**src/rtl/pcu_pkg.sv**
```systemverilog
package pcu_pkg;

  // Which candidate address the counter loads on an enabled edge
  typedef enum logic [1:0] {
    SRC_SEQ    = 2'd0,
    SRC_BRANCH = 2'd1,
    SRC_JUMP   = 2'd2
  } pc_src_e;

  // Fixed priority: jump over taken branch over sequential
  function automatic pc_src_e pick_source(input logic jump_sel,
                                          input logic branch_sel,
                                          input logic cmp_equal);
    if (jump_sel)                    return SRC_JUMP;
    else if (branch_sel && cmp_equal) return SRC_BRANCH;
    else                             return SRC_SEQ;
  endfunction

endpackage

```
**src/rtl/pcu_incr.sv**
```systemverilog
module pcu_incr #(
  parameter int ADDR_W = 32,
  parameter int STEP   = 4
) (
  input  logic [ADDR_W-1:0] addr_in,
  output logic [ADDR_W-1:0] addr_out
);
  localparam logic [ADDR_W-1:0] STEP_V = ADDR_W'(STEP);

  // Modulo-2^ADDR_W sum; carry out is dropped on purpose
  assign addr_out = addr_in + STEP_V;
endmodule

```
**src/rtl/pcu_branch_tgt.sv**
```systemverilog
module pcu_branch_tgt #(
  parameter int ADDR_W = 32,
  parameter int IMM_W  = 16,
  parameter int SHIFT  = 2
) (
  input  logic [ADDR_W-1:0] base,
  input  logic [IMM_W-1:0]  offset,
  output logic [ADDR_W-1:0] target
);
  localparam int EXT_W = ADDR_W - IMM_W - SHIFT;

  logic [ADDR_W-1:0] byte_off;

  generate
    if (SHIFT > 0) begin : g_scaled
      assign byte_off = {{EXT_W{offset[IMM_W-1]}}, offset, {SHIFT{1'b0}}};
    end else begin : g_unscaled
      assign byte_off = {{EXT_W{offset[IMM_W-1]}}, offset};
    end
  endgenerate

  assign target = base + byte_off;
endmodule

```
**src/rtl/pcu_jump_tgt.sv**
```systemverilog
module pcu_jump_tgt #(
  parameter int ADDR_W = 32,
  parameter int FLD_W  = 26,
  parameter int SHIFT  = 2
) (
  input  logic [ADDR_W-1:0] base,
  input  logic [FLD_W-1:0]  field,
  output logic [ADDR_W-1:0] target
);
  localparam int REGION_W = ADDR_W - FLD_W - SHIFT;

  logic [REGION_W-1:0] region;
  assign region = base[ADDR_W-1 -: REGION_W];

  generate
    if (SHIFT > 0) begin : g_scaled
      assign target = {region, field, {SHIFT{1'b0}}};
    end else begin : g_unscaled
      assign target = {region, field};
    end
  endgenerate
endmodule

```
**src/rtl/pcu_src_mux.sv**
```systemverilog
module pcu_src_mux
  import pcu_pkg::*;
#(
  parameter int ADDR_W = 32
) (
  input  logic              jump_sel,
  input  logic              branch_sel,
  input  logic              cmp_equal,
  input  logic [ADDR_W-1:0] seq_addr,
  input  logic [ADDR_W-1:0] br_addr,
  input  logic [ADDR_W-1:0] jmp_addr,
  output logic [ADDR_W-1:0] next_addr
);
  pc_src_e src;

  always_comb begin
    src = pick_source(jump_sel, branch_sel, cmp_equal);
    unique case (src)
      SRC_JUMP:   next_addr = jmp_addr;
      SRC_BRANCH: next_addr = br_addr;
      default:    next_addr = seq_addr;
    endcase
  end
endmodule

```
**src/rtl/pc_next_unit.sv**
```systemverilog
module pc_next_unit #(
  parameter int          ADDR_W      = 32,
  parameter int          IMM_W       = 16,
  parameter int          JFLD_W      = 26,
  parameter int          INSTR_BYTES = 4,
  parameter logic [31:0] RESET_PC    = 32'h0000_0000
) (
  input  logic              clk,
  input  logic              rst,
  input  logic              advance,
  input  logic              jump_sel,
  input  logic              branch_sel,
  input  logic              cmp_equal,
  input  logic [IMM_W-1:0]  br_offset,
  input  logic [JFLD_W-1:0] jump_field,
  output logic [ADDR_W-1:0] pc_addr,
  output logic [ADDR_W-1:0] pc_inc
);
  localparam int SHIFT = $clog2(INSTR_BYTES);
  localparam logic [ADDR_W-1:0] RESET_V = ADDR_W'(RESET_PC);

  logic [ADDR_W-1:0] pc_q;
  logic [ADDR_W-1:0] seq_addr;
  logic [ADDR_W-1:0] br_addr;
  logic [ADDR_W-1:0] jmp_addr;
  logic [ADDR_W-1:0] next_addr;

  pcu_incr #(.ADDR_W(ADDR_W), .STEP(INSTR_BYTES)) u_incr (
    .addr_in  (pc_q),
    .addr_out (seq_addr)
  );

  pcu_branch_tgt #(.ADDR_W(ADDR_W), .IMM_W(IMM_W), .SHIFT(SHIFT)) u_br (
    .base   (seq_addr),
    .offset (br_offset),
    .target (br_addr)
  );

  pcu_jump_tgt #(.ADDR_W(ADDR_W), .FLD_W(JFLD_W), .SHIFT(SHIFT)) u_jmp (
    .base   (seq_addr),
    .field  (jump_field),
    .target (jmp_addr)
  );

  pcu_src_mux #(.ADDR_W(ADDR_W)) u_mux (
    .jump_sel   (jump_sel),
    .branch_sel (branch_sel),
    .cmp_equal  (cmp_equal),
    .seq_addr   (seq_addr),
    .br_addr    (br_addr),
    .jmp_addr   (jmp_addr),
    .next_addr  (next_addr)
  );

  always_ff @(posedge clk) begin
    if (rst)          pc_q <= RESET_V;
    else if (advance) pc_q <= next_addr;
  end

  assign pc_addr = pc_q;
  assign pc_inc  = seq_addr;
endmodule

```
**config.mk**
```make
export PLATFORM = sky130hd
export DESIGN_NAME = pc_next_unit
export DESIGN_NICKNAME = d
export VERILOG_FILES = /design/src/rtl/pcu_pkg.sv /design/src/rtl/pcu_incr.sv /design/src/rtl/pcu_branch_tgt.sv /design/src/rtl/pcu_jump_tgt.sv /design/src/rtl/pcu_src_mux.sv /design/src/rtl/pc_next_unit.sv
export SDC_FILE = /design/constraint.sdc
export NUM_CORES = 1
export LEC_CHECK = 0
export ABC_AREA = 0
export BUFFER_PORTS_ARGS = -buffer_cell sky130_fd_sc_hd__buf_4
export CAP_MARGIN = 20
export CORE_ASPECT_RATIO = 0.6
export CORE_MARGIN = 5
export CORE_UTILIZATION = 55
export DETAILED_ROUTE_END_ITERATION = 12
export GPL_ROUTABILITY_DRIVEN = 0
export GPL_TIMING_DRIVEN = 0
export PLACE_DENSITY = 0.85
export SYNTH_ARGS = -nofsm -noshare
export SYNTH_HDL_FRONTEND = slang
export SYNTH_SLANG_ARGS = --single-unit
```
**constraint.sdc**
```tcl
create_clock -name clk -period 9.1 [get_ports clk]
set_input_delay 1.82 -clock clk [delete_from_list [all_inputs] [get_ports clk]]
set_output_delay 1.82 -clock clk [all_outputs]
set_load 0.03 [all_outputs]
```
# After elaboration in Yosys (flattened, before gate mapping)
# Cells that the tools add are included.
dict set report totals {
  ff_bits 32
  latch_bits 0
  ram_bits 0
  mem_bits_ro 0
  in_bits 48
  output_inout_bits 64
  wordCells 9
  n_memories 0
}
dict set report op_classes {
  addsub 2
  n_mul 0
  div 0
  n_lt_le_gt_ge 0
  eq_ne 2
  shift 0
  mux 3
  bitwise_logic 0
  reduce_logical 1
}
# op count
set ops {}
lappend ops {{32-bit one-hot mux with 2 select lines} 1}
lappend ops {{32-bit by 3-bit adder with 32-bit output, second input constant} 1}
lappend ops {{32-bit adder} 1}
lappend ops {{2-bit by 1-bit == test with 1-bit output, second input constant} 1}
lappend ops {{2-bit == test, second input constant} 1}
lappend ops {{2-bit 2-to-1 mux} 1}
lappend ops {{1-bit logical AND} 1}
lappend ops {{1-bit 2-to-1 mux} 1}

# Depth between registers and ports, before layout
# Gate-level depths: netlist (run 1).
dict set report depth {
  ltp_word 5
  depth_mapped 19
}

# Hierarchy
# From an unflattened synthesis (run 1), not the netlist that was laid out.
dict set report hier_totals {
  hier_cells 595
  hier_area_um2 4808.4
}
# module instances cells_each area_each_um2
set by_module_without_submodules {}
lappend by_module_without_submodules {pcu_branch_tgt 1 226 1660.3}
lappend by_module_without_submodules {pc_next_unit 1 103 1163.6}
lappend by_module_without_submodules {pcu_src_mux 1 150 1159.9}
lappend by_module_without_submodules {pcu_incr 1 83 580.6}
lappend by_module_without_submodules {pcu_jump_tgt 1 33 244.0}

# Worst setup path before layout (run 1)
# OpenSTA, ideal clock, no wires.
dict set report synth_path {
  path_kind {register -> register}
  from {register pc_q[9] (netlist: pc_addr[9])}
  to {register pc_q[26] (netlist: pc_addr[26])}
  setup_ns 0.125
  t_arrival_ns 4.321
  required_ns 8.975
  path_slack_ns 4.655
  path_stages_with_launch 19
  period_less_slack_ns 4.445
  cell_sequence {dfxtp_1 -> and4_1 -> and3_1 -> and4_1 -> nand3_1 -> nor2_1 -> nand2_1 -> xnor2_1 -> ha_1 -> buf_4 -> nand2_1 -> nor2_1 -> a211o_1 -> a221o_1 -> a41oi_2 -> o21ai_1 -> xor2_1 -> a221oi_1 -> nor3_1}
}
dict set report synth_between {
  elab_chain_cells 3
}
# element line_no
set synth_rtl {}
lappend synth_rtl {{start, declared} pc_next_unit.sv:22} ;# logic [ADDR_W-1:0] pc_q;
lappend synth_rtl {{start signal, assigned} pc_next_unit.sv:57} ;# else if (advance) pc_q <= next_addr;
lappend synth_rtl {{32-bit by 3-bit adder with 32-bit output} pcu_incr.sv:11} ;# assign addr_out = addr_in + STEP_V;
lappend synth_rtl {{via pc_inc[21]} pc_next_unit.sv:17} ;# output logic [ADDR_W-1:0] pc_inc
lappend synth_rtl {{32-bit adder} pcu_branch_tgt.sv:22} ;# assign target = base + byte_off;
lappend synth_rtl {{32-bit one-hot mux with 2 select lines} pcu_src_mux.sv:18} ;# unique case (src)
# The timed path passes the listed nets, and every way through them passes these cells.
# A chain may end at the register's enable or synchronous reset.

# Final worst setup path (run 1)
dict set report layout_path {
  from {register pc_q[9] (netlist: pc_addr[9])}
  to {output pc_inc[29]}
}
dict set report layout_between {
  elab_chain_cells 1
}
# element line_no
set layout_rtl {}
lappend layout_rtl {{32-bit by 3-bit adder with 32-bit output} pcu_incr.sv:11}
lappend layout_rtl {{end, declared} pc_next_unit.sv:17}
# No other way between the ends.

==> results by group, run 1 <==
Timing
  – Worst-Margin Slew: 0.7202 ns
  – RSZ-0062 raised after global routing: no
  – Final hold violation count: 0
  – Slew HR: 51.99%
  – Tcrit/Tclk final: 51.86%
  – Slew Limit Fails: 0
  – Clock Skew: 0.008137 ns
  – Sum Neg Setup Slack: 0 ns
  – Crit path time final: 4.719 ns
  – Fmax: 211.9 MHz
  – Setup ws final: 4.381 ns
  – Setup violators final: 0

Synth
  – Largest family of logic cells by synthesized area: simple AND/OR/NAND/NOR gates
  – Adder-Cell Fraction of Synth Area: 13.23%
  – Yosys reg bits: 30
  – Count of mapped cells out of synthesis: 487
  – Syn. warnings: 0
  – Sequential area share after synthesis: 16.90%
  – Dominant cell type by area after synthesis: dfxtp_1
  – Synth Area in XOR/XNOR: 13.06%
  – Mux contribution to synthesized area: 1.126%
  – Distinct cell type count after synthesis: 57
  – Synthesized area: 3555 um2
  – Dominant synthesized flop cell: dfxtp_1
  – Simple-Gate Fraction of Synth Area: 26.65%
  – Largest cells by area after synthesis: dfxtp_1 17%, ha_1 13%, xnor2_1 11%
  – Number of flops mapped to enable cells by yosys: 0
  – Syn avg cell area: 7.299 um2
  – Async set or reset register ratio after synthesis: 0%
  – Synth Area in Compound Gates: 24.01%
  – Yosys top cell area share: 16.90%

CTS
  – Root buffer cell: clkbuf_8
  – Max H-tree Level: 2
  – Clock tree from TritonCTS: built
  – Clock transition at path regs: 0.07 ns
  – Clock Latency Late Sink: 0.30 ns
  – CTS Hold Bufs: 0
  – # clock sinks: 30
  – CTS Buf Count: 5
  – Clock Tree Buf Depth: 2
  – CTS resizes: 0
  – Post-CTS setup buffer count: 0

GRT
  – Total gr overflow: 0
  – Initial antenna violation count: 0
  – Vias in the first global route: 3958
  – Largest net degree at the start of global routing: 20
  – Tot GR Track Use: 29.11%
  – First-pass GRT wire length: 19420 um

Layout
  – Share of cells above drive strength 1: 22.02%
  – Largest register FFs: 30
  – Fillers: 479
  – Area grow syn2layout: 28.76%
  – Final #Nets: 688
  – Seq. cell area: 600.6 um2
  – # diodes: 0
  – Footprint of the multi-input gates: 2790 um2
  – Final std cells w/o fill: 688

Placement
  – I/O Buffers: 106
  – Inst Count DP: 680
  – Placement Setup Slack: 4.574 ns
  – Post-DP HPWL: 9607 um

Drt
  – ANT nets after route: 0
  – DRC violations left: 0
  – 1st-iter DRT viols: 541
  – Routed via count: 4234
  – Via density: 6.154
  – WL final: 12280 um
  – Per-cell routed wire length: 17.85 um
  – 1st-pass router iterations: 6

Setup path
  – CP Data Required Time: 7.28 ns
  – CP delay by family, top: simple AND/OR/NAND/NOR gates
  – Startpoint Class: flop
  – Buf/Inv on CP: 1
  – Worst EP arrival: 2.90 ns
  – Highest cell delay on the worst timing path: 0.48 ns
  – Setup CP Type: flop to output port
  – CP max-delay cell: dfxtp_1
  – CP max FO: 7
  – Crit-path cells: and4_1, and3_1, and4_1, nand3_1, nand4bb_1, nor2_1, xor2_1, buf_4
  – Crit. End Element: output port
  – CP most frequent cell: and4_1

Floorplan
  – Top-level I/O count: 112
  – FP Rows: 22
  – Die ar.: 8223 um2
  – Core Box Area: 6193 um2
  – Die H: 72.27 um
  – Initial Utilization: 57.39%
  – Die span in x: 113.8 um

Power
  – Static leakage: 0.002171 uW
  – Power, Total: 568.6 uW
  – PD cells: 124.2 nW/um2
  – Worst VDD drop: 0.00006074 V

Hold path
  – Tightest Hold Check Type: flop to flop

Status
  – Outcome: finished, final reports clean

Job
  – Max-Cap Viols: 0
==> report_power, final <==
part	internal [uW]	leakage (uW)	total, uW	switching [uW]
clock network	76.5	0.0000575	135	58.3
registers	141	0.000248	156	14.9
logic	113	0.00187	278	165
total	330	0.00217	569	238
==> kinds of logic after synthesis <==
logic type / Yosys count
AO/OA/AOI/OAI: 123
XOR/XNOR: 53
adder cells (fa/ha/maj): 37
buffers and inverters: 36
flip-flops: 30
multiplexers: 4
other: 1
AND/OR/NAND/NOR: 203
==> layout by cell type, fill, tap and decap left out, types with 9 or more instances in the layout <==
cell      Yosys  final
ha_1         36     36
clkbuf_8      1      9
nand2_1      76     76
nor3_1       22     22
nand4_1       9      9
inv_1        12     12
a21o_1       13     13
o21ai_1       9      9
clkbuf_1     15     15
a221oi_1     20     20
nor2_1       45     45
o21ai_0      11     11
a21oi_1      32     32
xor2_1       10     10
buf_4         5    111
nand3_1      17     17
dfxtp_1      30     30
xnor2_1      43     43
==> metal layers <==
layer,track usage (%),routed length (um),vias up
met3,8.750,1732,41
met1,41.63,5359,1894
met5,0,0,-
met2,42.47,4925,312
met4,7.905,264,0
li1,-,-,1987
==> through the flow <==
step / util (%) / hold WS [ns] / area [um2]
after floorplan: - / 0.6243 / 3566
after global placement: 72.12 / 0.5068 / 4467
after detailed placement: 72.12 / 0.5062 / 4467
after CTS: 73.90 / 0.5202 / 4577
after global routing: 73.90 / 0.5473 / 4577
final: 73.90 / 0.5181 / 4577
==> path summary, 6_finish.rpt <==
kind	end	start	slack, ns	cells after the start
max reg2reg	pc_addr[31]$_SDFFE_PP0P_	pc_addr[9]$_SDFFE_PP0P_	4.55	17
min	pc_addr[12]$_SDFFE_PP0P_	pc_addr[12]$_SDFFE_PP0P_	0.52	2
min reg2reg	pc_addr[12]$_SDFFE_PP0P_	pc_addr[12]$_SDFFE_PP0P_	0.52	2
max	pc_inc[29]	pc_addr[9]$_SDFFE_PP0P_	4.38	8
==> Yosys cell counts, types with 2 or more instances <==
cell      count
ha_1         36
o21a_1        4
a221oi_1     20
and2_1        2
a21oi_1      32
nor2b_1       3
nand3b_1      2
nand3_1      17
xor2_1       10
or3_1         3
and4_1        3
mux2i_1       4
and3_1        8
buf_4         5
dfxtp_1      30
nor3_1       22
nand4_1       9
nor2_2        2
o22ai_1       3
clkbuf_1     15
inv_1        12
o31a_1        2
nand2_1      76
o21bai_1      2
o21ai_1       9
a211oi_1      3
o211ai_1      5
a21o_1       13
nor2_1       45
xnor2_1      43
nand2b_1      6
o21ai_0      11
a31oi_1       5
a221oi_2      2
==> worst register-to-register path: stages, from the launching register on <==
cell and delay, ns:
dfxtp_1 0.48, and4_1 0.28, and3_1 0.23, and4_1 0.25, nand3_1 0.21, nor2_2 0.36
xor2_1 0.37, ha_1 0.36, a21o_1 0.17, a21o_1 0.18, a2111oi_0 0.55, nor2_1 0.12
nand2_1 0.11, a31oi_1 0.12, mux2i_1 0.21, mux2i_1 0.24, xnor2_1 0.14, nor2_1 0.05
==> final cells by class <==
| class | count | share of cell area [%] |
|---|---|---|
| multi-input cells | 424 | 60.96 |
| plain buffers | 24 | 2.843 |
| flip-flops and latches | 30 | 13.12 |
| well taps | 84 | 2.296 |
| clock buffers | 8 | 2.406 |
| repair buffers | 106 | 17.39 |
| inverters | 12 | 0.9841 |
Note: power is estimated with default switching activity, not from simulation.
==> inputs of run 2 (changes only) <==
Settings changed: CORE_UTILIZATION 55 to 53, PLACE_DENSITY 0.85 to 0.83.
Clock period 9.1 ns to 4.8 ns, I/O delays scaled along.
==> run 2 against run 1 <==
- non-clock buffer count stayed put
- clock skew decreased by 0.0016 ns
- worst hold slack gained 0.0025 ns
- wire length shrank 1.2%
- highest routed layer unchanged
- critical path type is now flop to flop
- total power is 80% higher
- utilization is 4.9 points lower
- count of clock-buffer cells in the layout decreased by 1
- final cell count up 0.29%
- global-route usage is 1.3 points lower
- first-iteration DRC count fell by 3.9%
- combinational power grew 88%
==> results by group, run 2 (synthesized netlist as in run 1, its figures left out) <==
Timing
  – Crit path time final: 4.475 ns
  – RSZ-0062 raised after global routing: no
  – Slew HR: 55.86%
  – Fmax: 223.5 MHz
  – Final hold violation count: 0
  – Clock Skew: 0.006551 ns
  – Tcrit/Tclk final: 93.23%
  – Setup violators final: 0
  – Setup ws final: 0.3249 ns
  – Worst-Margin Slew: 0.6621 ns
  – Slew Limit Fails: 0
  – Sum Neg Setup Slack: 0 ns

Floorplan
  – Die span in x: 115.7 um
  – Die H: 73.44 um
  – Top-level I/O count: 112
  – Core Box Area: 6590 um2
  – FP Rows: 23
  – Initial Utilization: 53.94%
  – Die ar.: 8498 um2

Placement
  – Placement Setup Slack: 0.4176 ns
  – Post-DP HPWL: 9462 um
  – Inst Count DP: 683
  – I/O Buffers: 106
  – Placed Area: 4471 um2

GRT
  – Grt met2 use: 41.79%
  – Initial antenna violation count: 0
  – First-pass GRT wire length: 18960 um
  – GR met3 Demand/Resource: 5.103%
  – GR peak layer: met2
  – Tot GR Track Use: 27.81%
  – Largest net degree at the start of global routing: 20
  – Vias in the first global route: 3914
  – Met1 Usage GRT: 41.38%
  – Total gr overflow: 0

CTS
  – CTS Buf Count: 5
  – CTS resizes: 0
  – Root buffer cell: clkbuf_8
  – Post-CTS setup buffer count: 0
  – # clock sinks: 30
  – Clock tree from TritonCTS: built
  – Clock Tree Buf Depth: 2
  – Clock transition at path regs: 0.07 ns
  – CTS Hold Bufs: 0
  – Max H-tree Level: 2
  – Clock Latency Late Sink: 0.29 ns

Layout
  – # diodes: 0
  – Final std cells w/o fill: 690
  – Share of cells above drive strength 1: 21.56%
  – Final #Nets: 688
  – Most frequent cells in the layout: 111 x buf_4, 76 x nand2_1, 45 x nor2_1, 43 x xnor2_1, 36 x ha_1
  – Largest register FFs: 30
  – Area grow syn2layout: 27.95%
  – Fin area: 4548 um2
  – Most common cell after layout, fill and taps aside: buf_4
  – Final core utilization: 69.01%

Setup path
  – Startpoint Class: flop
  – FF-to-FF path depth: 17
  – Critical R2R Launch: pc_addr[9]$_SDFFE_PP0P_
  – Reg2reg end: pc_addr[31]$_SDFFE_PP0P_
  – CP Data Required Time: 4.96 ns
  – Crit. End Element: flop
  – Setup crit start: pc_addr[9]$_SDFFE_PP0P_
  – Worst R2R Setup Slack: 0.32 ns
  – CP endpoint: pc_addr[31]$_SDFFE_PP0P_
  – Worst EP arrival: 4.64 ns
  – CP max FO: 7
  – Setup CP Type: flop to flop

Drt
  – Via density: 6.096
  – Routed via count: 4206
  – DRC violations left: 0
  – WL final: 12130 um
  – ANT nets after route: 0
  – 1st-pass router iterations: 6
  – 1st-iter DRT viols: 520
  – Per-cell routed wire length: 17.58 um

Power
  – Switching fraction of total power: 43.13%
  – Sequential Power Share: 28.9%
  – PD cells: 224.5 nW/um2
  – Switching power: 440.4 uW
  – Worst VDD drop: 0.0001338 V
  – Comb pwr share: 51.3%
  – Internal: 580.6 uW
  – Clock power frac: 19.9%
  – Static leakage: 0.002152 uW

Hold path
  – Tightest Hold Check Type: flop to flop

Status
  – Outcome: finished, final reports clean

Job
  – Max-Cap Viols: 0
==> run 2: layer usage <==
layer  vias to the layer above  share of wire, %
met5                         -                 0
met4                         0               1.5
met3                        31                14
met2                       283                40
met1                      1899                45
li1                       1993                 -
==> run 2: how the worst min path moves through the flow <==
stage / start / end / depth (start not counted)
4_1_cts: pc_addr[14]$_SDFFE_PP0P_ / pc_addr[14]$_SDFFE_PP0P_ / 2
3_5_place_dp: pc_addr[14]$_SDFFE_PP0P_ / pc_addr[14]$_SDFFE_PP0P_ / 2
6_report: pc_addr[14]$_SDFFE_PP0P_ / pc_addr[14]$_SDFFE_PP0P_ / 2
5_1_grt: pc_addr[17]$_SDFFE_PP0P_ / pc_addr[17]$_SDFFE_PP0P_ / 2
2_1_floorplan: pc_addr[7]$_SDFFE_PP0P_ / pc_addr[7]$_SDFFE_PP0P_ / 2
3_3_place_gp: pc_addr[14]$_SDFFE_PP0P_ / pc_addr[14]$_SDFFE_PP0P_ / 2
==> run 2: worst max-delay path, stage by stage, from the launching register on <==
cell and delay [ns]:
dfxtp_1 0.47, and4_1 0.28, and3_1 0.23, and4_1 0.25, nand3_1 0.20, nor2_2 0.40
nand3_1 0.16, xnor2_1 0.39, ha_1 0.35, a21o_1 0.20, a2111oi_1 0.47, nor2_1 0.10
nand2_1 0.10, a31oi_1 0.12, mux2i_1 0.20, mux2i_1 0.24, xnor2_1 0.14, nor2_1 0.05
==> run 2: final cells by class <==
class / instances / area (um2)
tap: 87 / 108.9
timing repair buffer: 106 / 795.8
clock buffer: 7 / 76.32
buffer: 24 / 130.1
sequential: 30 / 600.6
fill: 589 / 2042
inverter: 12 / 45.04
multi-input combinational: 424 / 2791
==> run 2: metrics by stage <==
stage / power [uW] / hold WS, ns
global placement: 797.8 / 0.5043
CTS: 1013 / 0.5183
floorplan: 648.5 / 0.6243
finish: 1021 / 0.5207
global route: 1075 / 0.5305
detailed placement: 811.1 / 0.5052
==> run 2: power groups by stage <==
stage / clock network [uW] / registers [uW] / logic (uW)
2_1_floorplan: 0 / 329 / 320
4_1_cts: 204 / 294 / 516
5_1_grt: 214 / 297 / 564
3_5_place_dp: 0 / 299 / 512
6_report: 203 / 295 / 524
3_3_place_gp: 0 / 298 / 500
==> inputs of run 3 (changes only) <==
Settings changed: CORE_ASPECT_RATIO 0.6 to unset, CORE_UTILIZATION 53 to 48, PLACE_DENSITY 0.83 to 0.79.
Clock period 4.8 ns to 4 ns, I/O delays scaled along.
==> run 3 against run 2 <==
- maximum frequency increased by 17%
- clock skew about the same
- count of clock-buffer cells in the layout increased by 1
- global-route usage decreased by 2.2 points
- register-to-register slack got worse by 0.16 ns
- critical path depth increased by 1
- final cell count increased by 3.3%
- setup slack got worse by 0.16 ns
- largest power group unchanged
==> results by group, run 3 (synthesized netlist as in run 1, its figures left out) <==
Drt
  – Per-cell routed wire length: 17.02 um
  – ANT nets after route: 0
  – WL final: 12140 um
  – 1st-iter DRT viols: 306
  – DRC violations left: 0
  – Via density: 5.785
  – 1st-pass router iterations: 5
  – Routed via count: 4125

CTS
  – CTS Buf Count: 5
  – Max H-tree Level: 2
  – Clock Tree Buf Depth: 2
  – CTS Hold Bufs: 0
  – # clock sinks: 30
  – Clock tree from TritonCTS: built
  – Clock transition at path regs: 0.07 ns
  – Clock Latency Late Sink: 0.30 ns
  – Root buffer cell: clkbuf_8

GRT
  – Vias in the first global route: 3911
  – Initial antenna violation count: 0
  – Tot GR Track Use: 25.63%
  – Total gr overflow: 0
  – Largest net degree at the start of global routing: 20
  – First-pass GRT wire length: 18760 um

Floorplan
  – Die ar.: 9227 um2
  – FP Rows: 31
  – Top-level I/O count: 112
  – Initial Utilization: 49.27%
  – Die span in x: 96.06 um
  – Die H: 96.06 um
  – Core Box Area: 7214 um2

Layout
  – Largest register FFs: 30
  – Final #Nets: 698
  – # diodes: 0
  – Most common cell after layout, fill and taps aside: buf_4
  – Fin area: 4897 um2
  – Most frequent cells in the layout: 121 x buf_4, 74 x nand2_1, 44 x nor2_1, 34 x xnor2_1, 33 x ha_1
  – Share of cells above drive strength 1: 27.85%
  – Area grow syn2layout: 37.77%

Timing
  – Setup violators final: 0
  – Fmax: 261.0 MHz
  – Clock Skew: 0.006170 ns
  – Crit path time final: 3.832 ns
  – Worst-Margin Slew: 0.6733 ns
  – Tcrit/Tclk final: 95.79%
  – Slew HR: 55.12%
  – Sum Neg Setup Slack: 0 ns
  – Final hold violation count: 0
  – Slew Limit Fails: 0

Setup path
  – Startpoint Class: flop
  – CP max FO: 7
  – Worst EP arrival: 4.02 ns
  – Crit. End Element: flop
  – Setup CP Type: flop to flop
  – CP Data Required Time: 4.18 ns

Placement
  – I/O Buffers: 106
  – Placed Area: 4618 um2
  – Post-DP HPWL: 9265 um

Power
  – Worst VDD drop: 0.0001394 V
  – PD cells: 259.2 nW/um2
  – Power, Total: 1269 uW
  – Static leakage: 0.002295 uW

Status
  – Outcome: finished, final reports clean

Hold path
  – Tightest Hold Check Type: flop to flop

Job
  – Max-Cap Viols: 0
-- run 3: cell count changes in the layout (fill, tap and decap cells not counted), moves of 6 or more --
cell / before / now
xnor2_1: 43 / 34
xnor2_2: 0 / 6
buf_4: 111 / 121
dfxtp_1: 30 / 24
-- run 3: routing by layer --
layer  up-vias  part of all wire, %  track usage [%]
met5         -                    0                0
met3        22                  8.8            5.317
met4         0                  1.6            6.991
met2       196                   47            42.67
met1      1892                   42            33.36
li1       2015                    -                -
-- run 3: final timing paths --
| path | start | end | slack, ns | depth (start not counted) |
|---|---|---|---|---|
| setup reg to reg | pc_addr[9]$_SDFFE_PP0P_ | pc_addr[26]$_SDFFE_PP0P_ | 0.17 | 18 |
| hold / removal | pc_addr[12]$_SDFFE_PP0P_ | pc_addr[12]$_SDFFE_PP0P_ | 0.50 | 2 |
| hold reg to reg | pc_addr[12]$_SDFFE_PP0P_ | pc_addr[12]$_SDFFE_PP0P_ | 0.50 | 2 |
| setup / recovery | pc_addr[9]$_SDFFE_PP0P_ | pc_addr[26]$_SDFFE_PP0P_ | 0.17 | 18 |
-- run 3: layout make-up --
type / count / area (um2)
Inverter: 12 / 45.04
Fill cell: 645 / 2317
Timing Repair Buffer: 117 / 890.9
Multi-Input combinational cell: 424 / 3015
Sequential cell: 30 / 615.6
Buffer: 23 / 126.4
Tap cell: 99 / 123.9
Clock buffer: 8 / 80.08
-- run 3: report_power, final --
| group | switching (uW) | internal, uW |
|---|---|---|
| clock | 136 | 124 |
| sequential | 37.8 | 321 |
| combinational | 375 | 277 |
-- run 3: metrics by stage --
step | utilization [%] | instances | worst slack, ns | hold WS [ns]
floorplan | - | 490 | 0.007945 | 0.5401
global placement | 64.01 | 695 | -0.1830 | 0.4870
detailed placement | 64.01 | 695 | -0.2545 | 0.4989
CTS | 66.18 | 706 | 0.01460 | 0.5072
global route | 67.88 | 713 | -0.04818 | 0.5228
finish | 67.88 | 713 | 0.1684 | 0.5042
-- run 3: repair_timing --
item	in CTS	in global routing
setup buffers	3	8
pin swaps	1	7
endpoints found under the setup margin	7	13
gates resized for setup	8	16
-- run 3: worst max-delay path, cell delays in order (launching register included) --
cell and delay [ns]:
dfxtp_4 0.38, and4_4 0.22, and3_4 0.21, and4_4 0.26, nand3_4 0.12, nor2_4 0.18, nand2_2 0.11, xnor2_4 0.17
ha_1 0.28, buf_4 0.17, nand2_2 0.07, nor2_1 0.05, a211o_1 0.27, a221o_1 0.33, a41oi_4 0.25, o21ai_1 0.13
xor2_1 0.15, a221oi_1 0.27, nor3_1 0.08
